**config.mk**
```make
export PLATFORM = sky130hd
export DESIGN_NAME = ofs_seq
export DESIGN_NICKNAME = d
export VERILOG_FILES = /design/src/rtl/ofs_seq_pkg.sv /design/src/rtl/ofs_seq_ctrl.sv /design/src/rtl/ofs_seq_dpath.sv /design/src/rtl/ofs_seq.sv
export SDC_FILE = /design/constraint.sdc
export NUM_CORES = 1
export LEC_CHECK = 0
export BUFFER_PORTS_ARGS = -buffer_cell sky130_fd_sc_hd__buf_2
export CAP_MARGIN = 20
export CORE_MARGIN = 2
export CORE_UTILIZATION = 54
export DETAILED_ROUTE_END_ITERATION = 6
export GPL_ROUTABILITY_DRIVEN = 0
export MAX_ROUTING_LAYER = met4
export PLACE_DENSITY = 0.83
export SLEW_MARGIN = 20
export SYNTH_ARGS = -nofsm -noshare
export SYNTH_HDL_FRONTEND = slang
export SYNTH_SLANG_ARGS = --single-unit
```
**constraint.sdc**
```tcl
create_clock -name clk -period 3.4 [get_ports clk]
set_input_delay 0.51 -clock clk [delete_from_list [all_inputs] [get_ports clk]]
set_output_delay 0.51 -clock clk [all_outputs]
set_load 0.01 [all_outputs]
```
**src/rtl/ofs_seq_pkg.sv**
```systemverilog
package ofs_seq_pkg;

  // Field order is behaviour: both pointers step through it in this sequence.
  typedef enum logic [1:0] {
    FLD_EMPTY_LO = 2'd0,
    FLD_EMPTY_HI = 2'd1,
    FLD_FULL_LO  = 2'd2,
    FLD_FULL_HI  = 2'd3
  } fieldSel_e;

  localparam int NUM_FIELDS = 4;

  // Control-to-datapath strobes.
  typedef struct packed {
    logic      wrStb;
    logic      rdStb;
    fieldSel_e wrSel;
    fieldSel_e rdSel;
  } ofsStrobe_t;

endpackage

```
**src/rtl/ofs_seq_ctrl.sv**
```systemverilog
module ofs_seq_ctrl
  import ofs_seq_pkg::*;
(
  input  logic       clk,
  input  logic       rstN,
  input  logic       ldN,
  input  logic       wrEnN,
  input  logic       rdEnAN,
  input  logic       rdEnBN,
  output ofsStrobe_t strb,
  output logic       conflictErr
);

  logic      wrReq;
  logic      rdReq;
  fieldSel_e wrPtr;
  fieldSel_e rdPtr;

  function automatic fieldSel_e stepSel(input fieldSel_e cur);
    return fieldSel_e'(2'(cur) + 2'd1);
  endfunction

  always_comb begin
    wrReq = !ldN && !wrEnN;
    rdReq = !ldN && !rdEnAN && !rdEnBN;
  end

  always_ff @(posedge clk) begin
    if (!rstN) begin
      wrPtr       <= FLD_EMPTY_LO;
      rdPtr       <= FLD_EMPTY_LO;
      conflictErr <= 1'b0;
    end else begin
      if (wrReq) wrPtr <= stepSel(wrPtr);
      // On a collision the write wins and the read is dropped.
      if (rdReq && !wrReq) rdPtr <= stepSel(rdPtr);
      conflictErr <= wrReq && rdReq;
    end
  end

  always_comb begin
    strb.wrStb = wrReq;
    strb.rdStb = rdReq && !wrReq;
    strb.wrSel = wrPtr;
    strb.rdSel = rdPtr;
  end

  AST_COLLIDE_FLAG: assert property (@(posedge clk) disable iff (!rstN)
    (wrReq && rdReq) |=> (conflictErr && $stable(rdPtr)));
  AST_WR_ADVANCE: assert property (@(posedge clk) disable iff (!rstN)
    wrReq |=> (wrPtr != $past(wrPtr)));
  AST_WR_RESUME: assert property (@(posedge clk) disable iff (!rstN)
    !wrReq |=> $stable(wrPtr));
  AST_RD_PARK: assert property (@(posedge clk) disable iff (!rstN)
    !rdReq |=> $stable(rdPtr));

endmodule

```
**src/rtl/ofs_seq_dpath.sv**
```systemverilog
module ofs_seq_dpath
  import ofs_seq_pkg::*;
#(
  parameter int LO_W    = 8,
  parameter int HI_W    = 5,
  parameter int DEF_OFS = 7
) (
  input  logic                 clk,
  input  logic                 rstN,
  input  ofsStrobe_t           strb,
  input  logic [LO_W-1:0]      dataIn,
  output logic [LO_W-1:0]      dataOut,
  output logic [LO_W+HI_W-1:0] emptyOffset,
  output logic [LO_W+HI_W-1:0] fullOffset
);

  localparam int OFS_W = LO_W + HI_W;

  logic [LO_W-1:0] fieldVal [NUM_FIELDS];

  for (genvar g = 0; g < NUM_FIELDS; g++) begin : g_field
    // Even fields are low bytes, odd fields are high bits.
    localparam int FW   = (g % 2 == 0) ? LO_W : HI_W;
    localparam int DEFV = (g % 2 == 0) ? DEF_OFS : 0;
    logic [FW-1:0] q;

    always_ff @(posedge clk) begin
      if (!rstN) q <= FW'(DEFV);
      else if (strb.wrStb && (strb.wrSel == 2'(g))) q <= dataIn[FW-1:0];
    end

    assign fieldVal[g] = LO_W'(q);
  end

  always_comb begin
    emptyOffset = {fieldVal[FLD_EMPTY_HI][HI_W-1:0], fieldVal[FLD_EMPTY_LO]};
    fullOffset  = {fieldVal[FLD_FULL_HI][HI_W-1:0],  fieldVal[FLD_FULL_LO]};
  end

  always_ff @(posedge clk) begin
    if (!rstN) dataOut <= '0;
    else if (strb.rdStb) dataOut <= fieldVal[strb.rdSel];
  end

  AST_OFS_IDLE: assert property (@(posedge clk) disable iff (!rstN)
    !strb.wrStb |=> ($stable(emptyOffset) && $stable(fullOffset)));
  AST_DOUT_IDLE: assert property (@(posedge clk) disable iff (!rstN)
    !strb.rdStb |=> $stable(dataOut));
  AST_EMPTY_LO_LOAD: assert property (@(posedge clk) disable iff (!rstN)
    (strb.wrStb && strb.wrSel == FLD_EMPTY_LO)
      |=> (emptyOffset[LO_W-1:0] == $past(dataIn)));
  AST_FULL_HI_LOAD: assert property (@(posedge clk) disable iff (!rstN)
    (strb.wrStb && strb.wrSel == FLD_FULL_HI)
      |=> (fullOffset[OFS_W-1:LO_W] == $past(dataIn[HI_W-1:0])));

endmodule

```
**src/rtl/ofs_seq.sv**
```systemverilog
module ofs_seq #(
  parameter int LO_W    = 8,
  parameter int HI_W    = 5,
  parameter int DEF_OFS = 7
) (
  input  logic                 clk,
  input  logic                 rstN,
  input  logic                 ldN,
  input  logic                 wrEnN,
  input  logic [LO_W-1:0]      dataIn,
  input  logic                 rdEnAN,
  input  logic                 rdEnBN,
  output logic [LO_W-1:0]      dataOut,
  output logic [LO_W+HI_W-1:0] emptyOffset,
  output logic [LO_W+HI_W-1:0] fullOffset,
  output logic                 conflictErr
);

  ofs_seq_pkg::ofsStrobe_t strb;

  ofs_seq_ctrl u_ctrl (
    .clk        (clk),
    .rstN       (rstN),
    .ldN        (ldN),
    .wrEnN      (wrEnN),
    .rdEnAN     (rdEnAN),
    .rdEnBN     (rdEnBN),
    .strb       (strb),
    .conflictErr(conflictErr)
  );

  ofs_seq_dpath #(
    .LO_W   (LO_W),
    .HI_W   (HI_W),
    .DEF_OFS(DEF_OFS)
  ) u_dpath (
    .clk        (clk),
    .rstN       (rstN),
    .strb       (strb),
    .dataIn     (dataIn),
    .dataOut    (dataOut),
    .emptyOffset(emptyOffset),
    .fullOffset (fullOffset)
  );

  AST_RESET_VALUES: assert property (@(posedge clk)
    !rstN |=> (emptyOffset == 13'(DEF_OFS) && fullOffset == 13'(DEF_OFS)
               && dataOut == '0 && !conflictErr));

endmodule

```
==> run summary <==
Drt
- # DRC: 3
- first-pass iteration count of the detailed router: 6
- Iteration-0 DRC Markers: 49
- wire per inst: 14.6 um
- total routed wirelength: 3440 um
- total vias in the final route: 1,297
- post-route ant nets: 0
- routed via count divided by cell count: 5.52

Worst setup path
- count of cells along the worst register-to-register path: 5
- Reg2Reg Launch Point: u_ctrl.wrPtr[0]
- data arrival time of the worst path: 1.98 ns
- peak fanout along the critical path: 8
- data required time at the worst endpoint: 3.60 ns
- nature of the critical path endpoint: flip-flop
- classification of the worst setup path: flip-flop to flip-flop
- internal reg-to-reg setup slack: 1.62 ns
- worst reg2reg path endpoint: u_dpath.g_field[2].q[6]
- startpoint kind of the worst setup timing path: flip-flop

Power and ir drop
- pwr dens: 406 mW/mm2
- power spent charging and discharging nets: 196 uW
- clock share of power: 0.288
- LEAKAGE: 0.773 nW
- worst ir drop on vdd: 0.000299 V
- internal power component: 584 uW
- part of the total power dissipated in sequential elements: 0.613
- Gate power share: 0.100
- net switching fraction of the power: 0.252

Synthesis
- Cell Area, Synth: 0.00163 mm2
- post-synthesis average cell area: 10.2 um2
- Synth top area share: 0.478
- leading area contributor after synthesis: sky130_fd_sc_hd__dfxtp_1
- synthesized instance count: 160
- number of nets in the synthesized netlist: 178
- biggest area contributors in the synthesized netlist: sky130_fd_sc_hd__dfxtp_1 (48%), sky130_fd_sc_hd__mux2i_1 (18%), sky130_fd_sc_hd__mux4_2 (6.9%), sky130_fd_sc_hd__nor2_1 (5.7%), sky130_fd_sc_hd__nand2_1 (4.4%)
- share of synthesized area occupied by flip-flops and latches: 0.478
- flip-flop and latch count after synthesis: 39
- number of warnings printed during yosys synthesis: 0
- Unique masters post-synth: 19

Place
- count of input and output buffers: 48
- Post-Place Worst Slack: 1.37 ns
- placed wire-length estimate: 2550 um

Timing
- transition time of the tightest slew-check pin: 0.917 ns
- number of hold-slack violations in the final timing report: 0
- final worst slack: 1.62 ns
- number of pins with negative max-slew slack in the final report: 0
- Period Utilization, post-route: 0.523
- worst setup skew after layout: 0.00690 ns
- timing-limited maximum frequency: 0.562 GHz
- worst slew margin relative to its limit: 0.387
- final period demand of the worst path: 1.78 ns
- number of setup violations in the final report: 0
- setup repair after global routing missed its margin: no
- Setup TNS Final: 0 ns

Worst hold path
- hold worst-path end: u_ctrl.conflictErr
- Hold Crit Start: rdEnBN
- number of stages on the worst hold path: 2
- worst hold path type: input port to flip-flop

Outcome
- violated checks: design-rule violations
- status: finished, violations left

Cells and area
- number of inserted filler cells in the final layout: 226
- fraction of final layout cells sized beyond drive strength 1: 0.314
- most frequent cells in the layout: sky130_fd_sc_hd__buf_2 (48), sky130_fd_sc_hd__dfxtp_1 (39), sky130_fd_sc_hd__mux2i_1 (29), sky130_fd_sc_hd__nor2_1 (25), sky130_fd_sc_hd__nand2_1 (19)
- most common library cell in the layout ignoring fill and taps: sky130_fd_sc_hd__buf_2
- count of antenna diodes in the layout: 0
- count of nets after finishing: 221
- area delta synth->final: 17.5%

Floorplan
- effective utilization at floorplan: 0.582
- Total Die Area: 0.00348 mm2
- chip height: 59.0 um
- width of the die: 59.0 um
- Core Footprint: 0.00281 mm2
- io pins: 49
- number of placement rows: 19

Run
- MaxCap Viol Count: 0

Clock network
- clock tree from TritonCTS: built
- H-tree depth: 2
- largest buffer count on any clock path: 2
- post-cts gate resize count: 0
- clock transition at the registers of the reported paths: 0.11 ns
- # clock sinks: 39
- CTS root buf: sky130_fd_sc_hd__clkbuf_4
- Post CTS Setup Buffer Count: 0
- hold buffer count at cts: 0
- total clock buffers created by CTS: 5
- clock latency on the worst-skew pair: 0.34 ns

Global routing
- grt total ovfl: 0
- global routing usage summed across all routing layers: 0.225
- pin count of the biggest net entering global routing: 31
- global-route wire length before repair: 5630 um
- number of antenna violations at the first check in global routing: 0
- via count of the first global-routing pass: 1,232

==> layout make-up <==
class / count / area, um2 / area share
clock inverters: 1 / 5.00 / 0.00261
repair buffers: 48 / 240 / 0.125
flip-flops and latches: 39 / 781 / 0.407
multi-input cells: 105 / 795 / 0.414
inverters: 4 / 15.0 / 0.00782
well taps: 31 / 38.8 / 0.0202
clock buffers: 7 / 45.0 / 0.0235
==> critical path, stage by stage (launching register included) <==
cell	delay, ns
sky130_fd_sc_hd__dfxtp_1	0.37
sky130_fd_sc_hd__inv_1	0.10
sky130_fd_sc_hd__ha_1	0.14
sky130_fd_sc_hd__nor3b_2	0.70
sky130_fd_sc_hd__mux2i_1	0.26
sky130_fd_sc_hd__nor2_1	0.06
==> power groups by stage <==
stage	registers [mW]	clock network [mW]	logic, mW
2_1_floorplan	0.491	0	0.0468
3_3_place_gp	0.488	0	0.0746
3_5_place_dp	0.488	0	0.0776
4_1_cts	0.478	0.228	0.0779
5_1_grt	0.480	0.250	0.0856
6_report	0.478	0.224	0.0776
==> how the worst max path moves through the flow <==
stage / from / end / slack (ns)
2_1_floorplan: ldN / u_ctrl.rdPtr[1] / 1.63
3_3_place_gp: ldN / u_dpath.dataOut[6] / 1.46
3_5_place_dp: ldN / u_dpath.dataOut[5] / 1.37
4_1_cts: u_ctrl.wrPtr[0] / u_dpath.g_field[0].q[5] / 1.60
5_1_grt: u_ctrl.wrPtr[0] / u_dpath.g_field[0].q[4] / 1.51
6_report: u_ctrl.wrPtr[0] / u_dpath.g_field[2].q[6] / 1.62
==> routing by layer <==
| metal | track usage | up-vias | wire [um] |
|---|---|---|---|
| met5 | - | - | 0 |
| met4 | 0.117 | 0 | 80 |
| met3 | 0.0546 | 10 | 192 |
| met2 | 0.341 | 42 | 1670 |
| met1 | 0.279 | 613 | 1500 |
| li1 | - | 632 | - |
==> synth_stat cells, drive strengths merged <==
cell type  instances
nor2              25
nor4b              2
xnor2              1
mux4               5
or4b               1
mux2i             29
nand2             19
a211oi             3
or3                1
clkbuf             6
o21ai              3
inv                4
buf                6
dfxtp             39
a21oi              8
nor3b              4
ha                 4
==> per-stage QoR <==
| step | power (mW) | cell area (um2) | hold slack [ns] | utilization | std cells |
|---|---|---|---|---|---|
| 6_report | 0.780 | 1920 | 0.375 | 0.684 | 235 |
| 5_1_grt | 0.816 | 1920 | 0.378 | 0.684 | 235 |
| 4_1_cts | 0.784 | 1920 | 0.361 | 0.684 | 235 |
| 3_5_place_dp | 0.566 | 1870 | 0.443 | 0.666 | 227 |
| 3_3_place_gp | 0.562 | 1870 | 0.442 | 0.666 | 227 |
| 2_1_floorplan | 0.537 | 1630 | 0.481 | - | 160 |
==> cell families (layout without fill, tap and decap cells) <==
family	count (synthesis)	in the layout	synth area share
AND/OR/NAND/NOR	52	52	0.146
multiplexers	34	34	0.247
buffers and inverters	16	60	0.0452
adder cells (fa/ha/maj)	4	4	0.0307
XOR/XNOR	1	1	0.00536
flip-flops	39	39	0.478
AO/OA/AOI/OAI	14	14	0.0475
==> sequential cells by signal (all words and copies together) (netlist names) <==
register and cells:
u_ctrl.conflictErr 1, u_ctrl.rdPtr 2, u_ctrl.wrPtr 2, u_dpath.dataOut 8
u_dpath.g_field.q 26
No activity file was read; power rests on OpenSTA's default activity.
